**src/rtl/scdec_pkg.sv**
```systemverilog
package scdec_pkg;

  localparam logic [5:0] OP_RTYPE = 6'b000000;
  localparam logic [5:0] OP_LOAD  = 6'b100011;
  localparam logic [5:0] OP_STORE = 6'b101011;
  localparam logic [5:0] OP_BEQ   = 6'b000100;
  localparam logic [5:0] OP_JUMP  = 6'b000010;

  localparam logic [5:0] FN_SLL = 6'b000000;
  localparam logic [5:0] FN_JR  = 6'b001000;
  localparam logic [5:0] FN_ADD = 6'b100000;
  localparam logic [5:0] FN_SUB = 6'b100010;
  localparam logic [5:0] FN_AND = 6'b100100;
  localparam logic [5:0] FN_OR  = 6'b100101;
  localparam logic [5:0] FN_NOR = 6'b100111;
  localparam logic [5:0] FN_SLT = 6'b101010;

  typedef enum logic [1:0] {
    AOP_ADD   = 2'b00,
    AOP_SUB   = 2'b01,
    AOP_FUNCT = 2'b10,
    AOP_SHIFT = 2'b11
  } aluop_e;

  typedef enum logic [3:0] {
    ALU_AND = 4'b0000,
    ALU_OR  = 4'b0001,
    ALU_ADD = 4'b0010,
    ALU_SUB = 4'b0110,
    ALU_SLT = 4'b0111,
    ALU_NOR = 4'b1100,
    ALU_SLL = 4'b1110
  } alucode_e;

  typedef enum logic [1:0] {
    FLT_NONE = 2'b00,
    FLT_MEMW = 2'b01,
    FLT_ASRC = 2'b10,
    FLT_REGW = 2'b11
  } fault_e;

  typedef struct packed {
    logic   reg_dst;
    logic   alu_src;
    logic   mem_to_reg;
    logic   reg_write;
    logic   mem_read;
    logic   mem_write;
    logic   branch;
    logic   jump;
    logic   jr_sel;
    logic   shamt_sel;
    aluop_e alu_op;
  } ctrl_t;

endpackage

```
**src/rtl/scdec_main_ctrl.sv**
```systemverilog
module scdec_main_ctrl
  import scdec_pkg::*;
(
  input  logic [5:0] opcode,
  input  logic [5:0] funct,
  output ctrl_t      ctrl,
  output logic       illegal
);

  always_comb begin
    ctrl    = '0;
    ctrl.alu_op = AOP_ADD;
    illegal = 1'b0;
    case (opcode)
      OP_RTYPE: begin
        case (funct)
          FN_ADD, FN_SUB, FN_AND, FN_OR, FN_NOR, FN_SLT: begin
            ctrl.reg_dst   = 1'b1;
            ctrl.reg_write = 1'b1;
            ctrl.alu_op    = AOP_FUNCT;
          end
          FN_SLL: begin
            ctrl.reg_dst   = 1'b1;
            ctrl.reg_write = 1'b1;
            ctrl.shamt_sel = 1'b1;
            ctrl.alu_op    = AOP_SHIFT;
          end
          FN_JR: begin
            ctrl.jr_sel = 1'b1;
          end
          default: illegal = 1'b1;
        endcase
      end
      OP_LOAD: begin
        ctrl.alu_src    = 1'b1;
        ctrl.mem_to_reg = 1'b1;
        ctrl.reg_write  = 1'b1;
        ctrl.mem_read   = 1'b1;
      end
      OP_STORE: begin
        ctrl.alu_src   = 1'b1;
        ctrl.mem_write = 1'b1;
      end
      OP_BEQ: begin
        ctrl.branch = 1'b1;
        ctrl.alu_op = AOP_SUB;
      end
      OP_JUMP: begin
        ctrl.jump = 1'b1;
      end
      default: illegal = 1'b1;
    endcase
  end

endmodule

```
**src/rtl/scdec_alu_ctrl.sv**
```systemverilog
module scdec_alu_ctrl
  import scdec_pkg::*;
(
  input  aluop_e     alu_op,
  input  logic [5:0] funct,
  output alucode_e   code
);

  always_comb begin
    case (alu_op)
      AOP_SUB:   code = ALU_SUB;
      AOP_SHIFT: code = ALU_SLL;
      AOP_FUNCT: begin
        case (funct)
          FN_SUB:  code = ALU_SUB;
          FN_AND:  code = ALU_AND;
          FN_OR:   code = ALU_OR;
          FN_NOR:  code = ALU_NOR;
          FN_SLT:  code = ALU_SLT;
          default: code = ALU_ADD;
        endcase
      end
      default:   code = ALU_ADD;
    endcase
  end

endmodule

```
**src/rtl/scdec_fault_force.sv**
```systemverilog
module scdec_fault_force
  import scdec_pkg::*;
(
  input  ctrl_t  ctrl_in,
  input  fault_e mode,
  output ctrl_t  ctrl_out
);

  always_comb begin
    ctrl_out = ctrl_in;
    case (mode)
      FLT_MEMW: ctrl_out.mem_write = 1'b1;
      FLT_ASRC: ctrl_out.alu_src   = 1'b1;
      FLT_REGW: ctrl_out.reg_write = 1'b1;
      default:  ctrl_out = ctrl_in;
    endcase
  end

endmodule

```
**src/rtl/scdec_alu.sv**
```systemverilog
module scdec_alu
  import scdec_pkg::*;
#(
  parameter int W = 32
) (
  input  logic [W-1:0] op_a,
  input  logic [W-1:0] op_b,
  input  alucode_e     code,
  output logic [W-1:0] result,
  output logic         zero
);

  localparam int SH_W = $clog2(W);

  always_comb begin
    case (code)
      ALU_AND: result = op_a & op_b;
      ALU_OR:  result = op_a | op_b;
      ALU_SUB: result = op_a - op_b;
      ALU_SLT: result = W'($signed(op_a) < $signed(op_b));
      ALU_NOR: result = ~(op_a | op_b);
      ALU_SLL: result = op_b << op_a[SH_W-1:0];
      default: result = op_a + op_b;
    endcase
  end

  assign zero = (result == '0);

endmodule

```
**src/rtl/scdec_regfile.sv**
```systemverilog
module scdec_regfile #(
  parameter int W    = 32,
  parameter int NREG = 32,
  localparam int AW  = $clog2(NREG)
) (
  input  logic          clk,
  input  logic          rst_n,
  input  logic [AW-1:0] ra_a,
  input  logic [AW-1:0] ra_b,
  output logic [W-1:0]  rd_a,
  output logic [W-1:0]  rd_b,
  input  logic          we,
  input  logic [AW-1:0] wa,
  input  logic [W-1:0]  wd
);

  logic [NREG-1:0][W-1:0] rf_q, rf_d;

  always_comb begin
    rf_d = rf_q;
    if (we && (wa != '0)) rf_d[wa] = wd;
  end

  always_ff @(posedge clk or negedge rst_n) begin
    if (!rst_n)  rf_q <= '0;
    else if (we) rf_q <= rf_d;
  end

  assign rd_a = rf_q[ra_a];
  assign rd_b = rf_q[ra_b];

  a_r6_zero_reg_clear: assert property (@(posedge clk) disable iff (!rst_n)
    rf_q[0] == '0);

endmodule

```
**src/rtl/scdec_dmem.sv**
```systemverilog
module scdec_dmem #(
  parameter int         W     = 32,
  parameter int         DEPTH = 16,
  parameter logic [W-1:0] SEED = 32'h100,
  localparam int        AW    = $clog2(DEPTH)
) (
  input  logic          clk,
  input  logic          rst_n,
  input  logic [AW-1:0] addr,
  input  logic          we,
  input  logic [W-1:0]  wd,
  output logic [W-1:0]  rd
);

  logic [DEPTH-1:0][W-1:0] mem_q, mem_d;

  always_comb begin
    mem_d = mem_q;
    if (we) mem_d[addr] = wd;
  end

  always_ff @(posedge clk or negedge rst_n) begin
    if (!rst_n) begin
      for (int i = 0; i < DEPTH; i++) mem_q[i] <= SEED + W'(i * 4);
    end else if (we) begin
      mem_q <= mem_d;
    end
  end

  assign rd = mem_q[addr];

endmodule

```
**src/rtl/scdec_core.sv**
```systemverilog
module scdec_core
  import scdec_pkg::*;
#(
  parameter int             DATA_W     = 32,
  parameter int             DMEM_WORDS = 16,
  parameter logic [DATA_W-1:0] DMEM_SEED = 32'h100
) (
  input  logic              clk,
  input  logic              rst_n,
  input  logic [31:0]       instr,
  input  logic [1:0]        fault_sel,
  output logic              reg_dst,
  output logic              alu_src,
  output logic              mem_to_reg,
  output logic              reg_write,
  output logic              mem_read,
  output logic              mem_write,
  output logic              branch,
  output logic              jump,
  output logic [1:0]        alu_op,
  output logic [3:0]        alu_code,
  output logic              jr_sel,
  output logic              shamt_sel,
  output logic              illegal,
  output logic [DATA_W-1:0] alu_result,
  output logic              alu_zero,
  output logic [DATA_W-1:0] rs_operand
);

  localparam int REG_AW   = 5;
  localparam int NUM_REGS = 1 << REG_AW;
  localparam int DM_AW    = $clog2(DMEM_WORDS);
  localparam int WORD_LSB = 2;

  logic [5:0]        f_op, f_fn;
  logic [REG_AW-1:0] f_rs, f_rt, f_rd;
  logic [4:0]        f_sh;
  logic [15:0]       f_imm;

  assign f_op  = instr[31:26];
  assign f_rs  = instr[25:21];
  assign f_rt  = instr[20:16];
  assign f_rd  = instr[15:11];
  assign f_sh  = instr[10:6];
  assign f_fn  = instr[5:0];
  assign f_imm = instr[15:0];

  ctrl_t    dec_ctrl, ctrl;
  alucode_e code;
  logic     dec_illegal;

  scdec_main_ctrl u_main (
    .opcode  (f_op),
    .funct   (f_fn),
    .ctrl    (dec_ctrl),
    .illegal (dec_illegal)
  );

  scdec_fault_force u_force (
    .ctrl_in  (dec_ctrl),
    .mode     (fault_e'(fault_sel)),
    .ctrl_out (ctrl)
  );

  scdec_alu_ctrl u_aluc (
    .alu_op (ctrl.alu_op),
    .funct  (f_fn),
    .code   (code)
  );

  logic [DATA_W-1:0] rs_val, rt_val, imm_ext, op_a, op_b, ld_data, wb_data;
  logic [REG_AW-1:0] wb_addr;

  assign imm_ext = {{(DATA_W-16){f_imm[15]}}, f_imm};
  assign op_a    = ctrl.shamt_sel ? DATA_W'(f_sh) : rs_val;
  assign op_b    = ctrl.alu_src   ? imm_ext       : rt_val;
  assign wb_addr = ctrl.reg_dst   ? f_rd          : f_rt;
  assign wb_data = ctrl.mem_to_reg ? ld_data      : alu_result;

  scdec_regfile #(.W(DATA_W), .NREG(NUM_REGS)) u_rf (
    .clk   (clk),
    .rst_n (rst_n),
    .ra_a  (f_rs),
    .ra_b  (f_rt),
    .rd_a  (rs_val),
    .rd_b  (rt_val),
    .we    (ctrl.reg_write),
    .wa    (wb_addr),
    .wd    (wb_data)
  );

  scdec_alu #(.W(DATA_W)) u_alu (
    .op_a   (op_a),
    .op_b   (op_b),
    .code   (code),
    .result (alu_result),
    .zero   (alu_zero)
  );

  scdec_dmem #(.W(DATA_W), .DEPTH(DMEM_WORDS), .SEED(DMEM_SEED)) u_dm (
    .clk   (clk),
    .rst_n (rst_n),
    .addr  (alu_result[WORD_LSB +: DM_AW]),
    .we    (ctrl.mem_write),
    .wd    (rt_val),
    .rd    (ld_data)
  );

  assign reg_dst    = ctrl.reg_dst;
  assign alu_src    = ctrl.alu_src;
  assign mem_to_reg = ctrl.mem_to_reg;
  assign reg_write  = ctrl.reg_write;
  assign mem_read   = ctrl.mem_read;
  assign mem_write  = ctrl.mem_write;
  assign branch     = ctrl.branch;
  assign jump       = ctrl.jump;
  assign alu_op     = ctrl.alu_op;
  assign alu_code   = code;
  assign jr_sel     = ctrl.jr_sel;
  assign shamt_sel  = ctrl.shamt_sel;
  assign illegal    = dec_illegal;
  assign rs_operand = rs_val;

  // jump-register leaves state alone when no fault is injected
  a_r3_jr_quiet: assert property (@(posedge clk) disable iff (!rst_n)
    (jr_sel && fault_sel == FLT_NONE) |->
      (!reg_write && !mem_write && !mem_read && !branch && !jump));

  // illegal instructions drive no enable
  a_r5_illegal_quiet: assert property (@(posedge clk) disable iff (!rst_n)
    (illegal && fault_sel == FLT_NONE) |->
      (!reg_write && !mem_write && !mem_read && !branch && !jump && !jr_sel));

  // at most one of the access and flow strobes at a time
  a_r1_strobe_excl: assert property (@(posedge clk) disable iff (!rst_n)
    (fault_sel == FLT_NONE) |-> $onehot0({mem_read, mem_write, branch, jump, jr_sel}));

  // shift select pairs with the shift class and code
  a_r4_shift_code: assert property (@(posedge clk) disable iff (!rst_n)
    shamt_sel |-> (alu_op == 2'b11 && alu_code == 4'b1110 && reg_dst));

  // zero flag on a branch means the operands matched
  a_r10_beq_zero: assert property (@(posedge clk) disable iff (!rst_n)
    (branch && fault_sel == FLT_NONE) |-> (alu_zero == (rs_val == rt_val)));

  // each fault select pins its line
  a_r7_memw_pinned: assert property (@(posedge clk) disable iff (!rst_n)
    (fault_sel == FLT_MEMW) |-> mem_write);
  a_r8_asrc_pinned: assert property (@(posedge clk) disable iff (!rst_n)
    (fault_sel == FLT_ASRC) |-> alu_src);
  a_r9_regw_pinned: assert property (@(posedge clk) disable iff (!rst_n)
    (fault_sel == FLT_REGW) |-> reg_write);

endmodule

```
**config.mk**
```make
export PLATFORM = sky130hd
export DESIGN_NAME = scdec_core
export DESIGN_NICKNAME = d
export VERILOG_FILES = /design/src/rtl/scdec_pkg.sv /design/src/rtl/scdec_main_ctrl.sv /design/src/rtl/scdec_alu_ctrl.sv /design/src/rtl/scdec_fault_force.sv /design/src/rtl/scdec_alu.sv /design/src/rtl/scdec_regfile.sv /design/src/rtl/scdec_dmem.sv /design/src/rtl/scdec_core.sv
export SDC_FILE = /design/constraint.sdc
export NUM_CORES = 2
export LEC_CHECK = 0
export BUFFER_PORTS_ARGS = -buffer_cell sky130_fd_sc_hd__buf_2
export CAP_MARGIN = 20
export CORE_AREA = 2 2 505 507
export CTS_BUF_LIST = sky130_fd_sc_hd__clkbuf_2 sky130_fd_sc_hd__clkbuf_4 sky130_fd_sc_hd__clkbuf_8
export DETAILED_ROUTE_END_ITERATION = 8
export DIE_AREA = 0 0 507 509
export PLACE_DENSITY = 0.48
export SLEW_MARGIN = 20
export SYNTH_ARGS = -nofsm -noshare
export SYNTH_HDL_FRONTEND = slang
export SYNTH_HIERARCHICAL = 1
export SYNTH_SLANG_ARGS = --single-unit
```
**constraint.sdc**
```tcl
create_clock -name clk -period 6.2 [get_ports clk]
set_input_delay 0.62 -clock clk [delete_from_list [all_inputs] [get_ports clk]]
set_output_delay 0.62 -clock clk [all_outputs]
set_load 0.01 [all_outputs]
```
# ---- After elaboration in Yosys (flattened, before gate mapping)
# Cells that the tools add are included.
dict set report word_totals {
  register_bits 1536
  output_inout_bits 82
  wordCells 134
}
dict set report classes {
  n_lt_le_gt_ge 7
  n_reduce_logical 14
  n_eq_ne 22
  n_bitwise 3
  mux 37
  n_addsub 2
  shift 1
}
# cell count
set op_table {}
lappend op_table {{$bwmux 1024} 1}
lappend op_table {{$bwmux 512} 1}
lappend op_table {{$bmux 32 s5} 2}
lappend op_table {{$mux 32} 8}
lappend op_table {{$pmux 32 s6} 1}
lappend op_table {{$demux 32 s5} 1}
lappend op_table {{$bmux 32 s4} 1}
lappend op_table {{$demux 32 s4} 1}
lappend op_table {{$eq 6x6->1 const B} 8}
lappend op_table {{$add 32x32->32} 1}
lappend op_table {{$and 32x32->32} 1}
lappend op_table {{$logic_not 32->1} 1}
lappend op_table {{$lt 32x32->1} 1}
lappend op_table {{$not 32->32} 1}
lappend op_table {{$or 32x32->32} 1}
lappend op_table {{$shl 32x5->32} 1}
lappend op_table {{$sub 32x32->32} 1}
lappend op_table {{$pmux 4 s5} 1}
lappend op_table {{$lt 5x6->1 const B} 3}
lappend op_table {{$mux 1} 13}
lappend op_table {{$logic_not 6->1} 2}
lappend op_table {{$pmux 4 s3} 1}
lappend op_table {{$eq 2x2->1 const B} 4}
lappend op_table {{$eq 4x3->1 const B} 2}
lappend op_table {{22 further kinds} 28}

# ---- Longest topological paths before layout
dict set report depth {
  ltp_word 13
  ltp_mapped 29
  depth_no_buf 21
}

# ---- Modules after synthesis
# Netlist, hierarchy kept.
# mod area_per_inst_um2 seq_area_each_um2 cells_per_inst instances
set by_module_without_submodules {}
lappend by_module_without_submodules {scdec_regfile 55545.8 25624.6 4610 1}
lappend by_module_without_submodules {scdec_dmem 22950.8 12872.3 1407 1}
lappend by_module_without_submodules {scdec_alu 7753.7 0.0 1134 1}
lappend by_module_without_submodules {scdec_core 1392.6 0.0 113 1}
lappend by_module_without_submodules {scdec_main_ctrl 234.0 0.0 32 1}
lappend by_module_without_submodules {scdec_alu_ctrl 106.4 0.0 13 1}
lappend by_module_without_submodules {scdec_fault_force 95.1 0.0 13 1}

# ---- Worst setup path before layout
# OpenSTA, ideal clock, no wires.
dict set report synth_path {
  path_kind {input port to output port}
  start {in instr[22]}
  end {out alu_zero}
  stages 25
  path_slack_ns -0.560
  t_required_ns 5.580
  n_path_buf 6
  arrival_ns 6.140
  path_cell_list {buf_2 -> buf_2 -> buf_2 -> buf_2 -> mux2i_1 -> nand2_1 -> a31oi_1 -> nand3_1 -> mux2_2 -> buf_2 -> inv_1 -> buf_1 -> ha_1 -> inv_1 -> fa_1 -> nand2b_1 -> a2111oi_0 -> nor4_1 -> or2_2 -> o21ai_0 -> a2111oi_0 -> or4b_2 -> nor4_1 -> nand4b_1 -> nor4_2}
}
dict set report synth_between {
  elab_chain_cells 7
  word_cells_on_any_way 12
}
# item line
set synth_lines {}
lappend synth_lines {{from (decl)} scdec_core.sv:10} ;# input logic [31:0] instr,
lappend synth_lines {{$bmux 32 s5 *} scdec_regfile.sv:29} ;# assign rd_a = rf_q[ra_a];
lappend synth_lines {{$mux 32 (not written as such) *} scdec_regfile.sv:29}
lappend synth_lines {{net rs_operand[0]} scdec_core.sv:27} ;# output logic [DATA_W-1:0] rs_operand
lappend synth_lines {{$mux 32 *} scdec_core.sv:75} ;# assign op_a = ctrl.shamt_sel ? DATA_W'(f_sh) : rs_val;
lappend synth_lines {{net op_a[0]} scdec_core.sv:71} ;# logic [DATA_W-1:0] rs_val, rt_val, imm_ext, op_a, op_b, ld_data, wb_data;
lappend synth_lines {{parallel branches: the longest is 2 deep, another holds $add 32x32->32} -}
lappend synth_lines {{$pmux 32 s6 *} scdec_alu.sv:16} ;# case (code)
lappend synth_lines {{$logic_not 32->1 *} scdec_alu.sv:27} ;# assign zero = (result == '0);
lappend synth_lines {{to (decl)} scdec_core.sv:26} ;# output logic alu_zero,
# Mark *: on every way through the listed nets, which the timed path passes. The select of a mux whose other input is x is not followed.

# ---- Worst setup path after layout
dict set report layout_path {
  start {in instr[22]}
  end {out alu_zero}
}
dict set report layout_between {
  elab_chain_cells 7
  word_cells_on_any_way 12
}
# item line
set layout_lines {}
lappend layout_lines {{$bmux 32 s5 *} scdec_regfile.sv:29}
lappend layout_lines {{$mux 32 (not written as such) *} scdec_regfile.sv:29}
lappend layout_lines {{$mux 32 *} scdec_core.sv:75}
lappend layout_lines {{net op_a[19]} scdec_core.sv:71}
lappend layout_lines {{parallel branches: the longest is 2 deep, another holds $add 32x32->32} -}
lappend layout_lines {{$pmux 32 s6 *} scdec_alu.sv:16}
lappend layout_lines {{$logic_not 32->1 *} scdec_alu.sv:27}
# Marks and branches as above.

==> impl_summary.md <==
STA
The final max-slew violation count is 0. The final critical path time including I/O delays and setup is 6.603 ns. Across all setup checks in the final design, the least slack found is -0.4031 ns.

The number of hold violations in the final report is 0. For the pin with the worst max-slew slack, the measured transition is 1.129 ns. The total of endpoints with negative setup slack in the final report is 3.

The worst-case clock skew is 0.09960 ns. Setup repair after global routing could not meet its margin everywhere. The maximum operating frequency is 0.1514 GHz. The remaining max-slew budget at the tightest pin is 0.2449. The share of the clock period used by the worst path after layout is 1.065.

Synthesis
The average cell area after synthesis is 12.03 um2. Counting flops with an async set or reset pin after synthesis yields a share of 1.000. In this run, synthesis produced a sequential element count of 1536. The count of flip-flops with a built-in enable after synthesis is 0. The distinct cell type count after synthesis is 100.

The number of nets in the synthesized netlist is 7456. Of the synthesized area, sequential elements account for 0.4371. The primary flip-flop cell chosen by synthesis mapping is dfrtp_1. The synthesized netlist occupies a cell area of 0.08808 mm2. The post-synthesis instance total is 7322. The Yosys warning count is 6.

Floorplanning
The core region is 0.2528 mm2. The initial standard-cell utilization of the core is 0.3485. The floorplan step set the die height to 509 um.

The floorplan die area is 0.2581 mm2. 118 I/O pins were placed. The row count is 185. The horizontal die dimension is 507 um.

Clock network
Clock-pin slew was measured on the worst setup and hold paths at 0.05 ns. The maximum buffer depth of the clock tree is 4. The source-to-sink clock delay at the later pin of the worst-skew pair is 0.98 ns. The number of clock sinks is 1536. In this run, CTS created clock tree buffers numbering 295. The H-tree was split into 5 levels.

The CTS tree is built. The library cell used as clock root buffer is clkbuf_8.

Worst setup path
The setup slack on the worst flop-to-flop path is 0.40 ns. The highest fanout seen on the critical path is 20. STA puts the critical path data required time at 5.58 ns.

The launch point of the worst path is instr[22]. The type of the worst setup path is input pin to primary output. The worst flop-to-flop path startpoint is u_rf/rf_q[66]. The sort of element at the end of the critical path is a primary output.

STA puts the critical path data arrival time at 5.98 ns. The nature of the critical path startpoint is an input pin.

Finish
Compared with the post-synthesis result, the final layout area differs by 24.31%. The final net count is 8384. The final cell count without fillers is 11830. The finished cells cover 0.1095 mm2. Leaving out fill and tap cells, the most frequent cell in the layout is dfrtp_1. The number of inserted filler cells in the final layout is 23760. Of the cells placed in the final design, the portion with a size suffix greater than 1 is 0.4653. The library cells used most frequently in the layout, excluding fill and tap cells, are dfrtp_1, mux2_2, mux2i_1, buf_4, clkbuf_8. The register area is 0.03850 mm2. Once layout is complete, the utilization of the core stands at 0.4332. The area taken by multi-input logic gates is 0.04784 mm2.

Routing
The detailed router finished its first iteration with 5876 violations. After detailed routing, the number of vias per cell comes to 5.660. The pre-antenna-repair detailed-routing pass consisted of 6 iterations. The final antenna-violating net count is 0.

For this run, design rule violations remaining after detail routing come to 0. In the final routed layout, each cell accounts on average for 28.98 um. Wires add up to 342800 um.

The total via count after detailed routing is 66960.

Global routing
For this run, the total global-route usage over all layers was measured as 0.2589. The number of antenna violations at the first check in global routing is 17. The number of global-route vias before repair is 68870.

Summed over all layers, the global routing overflow is 0. The global-route wire length before repair is 494000 um. Entering global routing, the biggest net connects 155 pins.

Place
The post-place instance area is 0.1008 mm2. At the placement stage, the worst setup path has a slack of -1.253 ns. The number of port buffers is 117. Once placement completed, the tool counted placed cells totaling 11260. At the end of routability-driven placement, the weighted congestion stood at 0.9353. The detailed placer's ending HPWL is 234000 um.

Outcome
The final reports fail on negative setup slack. The flow ran to the end, but the final reports show violations.

Power and ir drop
IR analysis of the VDD net gives a maximum drop of 0.0002046 V. The final total power is 39.29 mW. In this run the power density over the cells is 358.9 mW/mm2.

The leakage power is 51.73 nW.

Job
The tool flagged a number of max-cap violations equal to 0.

Min path
The worst min-delay path class is input pin to async pin.
-- synthesized netlist by cell type, types with 10 or more instances --
master | number | area [um2]
dfstp_2 | 48 | 1261
mux2_2 | 1485 | 16720
inv_1 | 106 | 397.9
nor2b_1 | 51 | 319.1
mux4_2 | 153 | 3446
clkbuf_1 | 347 | 1303
o221ai_1 | 12 | 105.1
o211ai_1 | 23 | 172.7
mux2_1 | 44 | 495.5
nor2_1 | 107 | 401.6
a22o_1 | 134 | 1174
mux2_4 | 64 | 960.9
a21oi_1 | 278 | 1391
o22a_1 | 10 | 87.58
and2_1 | 17 | 106.4
dfrtp_1 | 1488 | 37240
buf_4 | 71 | 533.0
o31ai_1 | 21 | 157.7
buf_1 | 29 | 108.9
ha_1 | 96 | 1201
o21ai_0 | 68 | 340.3
nor4_1 | 20 | 125.1
nand2b_1 | 31 | 193.9
or3_1 | 18 | 112.6
a22oi_1 | 289 | 2170
nor3_1 | 99 | 495.5
nand2_1 | 341 | 1280
nand4_1 | 10 | 62.56
buf_2 | 241 | 1206
a211oi_1 | 12 | 90.09
and3_1 | 10 | 62.56
buf_6 | 14 | 157.7
mux2i_1 | 1054 | 10550
nand3_1 | 226 | 1131
o22ai_1 | 27 | 168.9
a31oi_1 | 75 | 469.2
a21o_1 | 17 | 127.6
-- metrics by stage --
| step | TNS, ns | hold WS, ns |
|---|---|---|
| after floorplan | 0 | 0.3244 |
| after global placement | -398.83 | 0.3845 |
| after detailed placement | -420.07 | 0.3899 |
| after CTS | -0.5951 | 0.3546 |
| after global routing | -1.529 | 0.1150 |
| final | -0.6663 | 0.1460 |
-- worst max-delay path: stages --
cell and delay (ns):
buf_8 0.16, buf_16 0.21, buf_16 0.21, buf_16 0.22, mux2i_1 0.09, a22o_1 0.23
nor3_1 0.26, a31oi_1 0.12, nand3_1 0.10, buf_4 0.17, nor2b_1 0.23, inv_1 0.07
ha_1 0.32, nand4_1 0.31, or3_1 0.51, a2bb2oi_4 0.19, buf_4 0.15, nand3_4 0.08
buf_4 0.11, a311oi_2 0.09, nor3_1 0.27, a22oi_2 0.20, nor4_1 0.30, nand4b_1 0.27
nor4_4 0.20, buf_2 0.17
-- registers in the layout, summed over array words and instances (netlist names) --
register / cells
u_dm/mem_q: 512
u_rf/rf_q: 1024
-- power breakdown --
group	switching, mW	internal, mW	total, mW
Sequential	1.84	13.0	14.9
Combinational	6.95	6.77	13.7
Clock	4.56	6.12	10.7
Total	13.3	25.9	39.3
-- worst paths after layout --
path                                    to  cells past startpoint
hold / removal              u_rf/rf_q[739]                      2
max in group asynchronous  u_dm/mem_q[353]                      5
hold reg to reg              u_rf/rf_q[21]                      0
min in group clk             u_rf/rf_q[21]                      0
setup reg to reg             u_rf/rf_q[50]                     27
setup / recovery                  alu_zero                     26
-- cells by family (layout without fill, tap and decap cells) --
kind of cell | Yosys count | after routing | synth area share
buffers and inverters | 816 | 1949 | 0.04354
xor gates and xnor gates | 9 | 9 | 0.0008949
other | 0 | 9 | 0
AOI/OAI and AO/OA | 1072 | 1072 | 0.08417
DFF | 1536 | 1536 | 0.4371
muxes | 2800 | 2800 | 0.3653
adders and majority gates | 98 | 98 | 0.01409
and+or+nand+nor | 991 | 991 | 0.05493
-- layer usage --
layer / up-vias / part of all wire / global-route usage
li1: 29070 / - / -
met3: 595 / 0.051 / 0.03524
met4: 2 / 0.037 / 0.08951
met5: - / 0.000020 / 0
met2: 1966 / 0.46 / 0.4161
met1: 35320 / 0.45 / 0.3576
-- area by class of cell --
type,instances,share of cell area
tap,3366,0.03847
timing repair buffer,1340,0.1129
clock inverter,43,0.004354
sequential,1536,0.3516
clock buffer,459,0.05176
inverter,107,0.003783
antenna,9,0.0002057
multi-input combinational,4970,0.4369
-- what timing repair did --
item                                   4_1_cts  5_1_grt
setup endpoints to repair                  117       17
gates cloned                                 1        5
resized for setup                          219      148
buffers inserted                            26       31
pin swaps                                   59       82
endpoints found under the hold margin      115        0
hold buffers                                 1        0
Note: power is estimated with default switching activity, not from simulation.
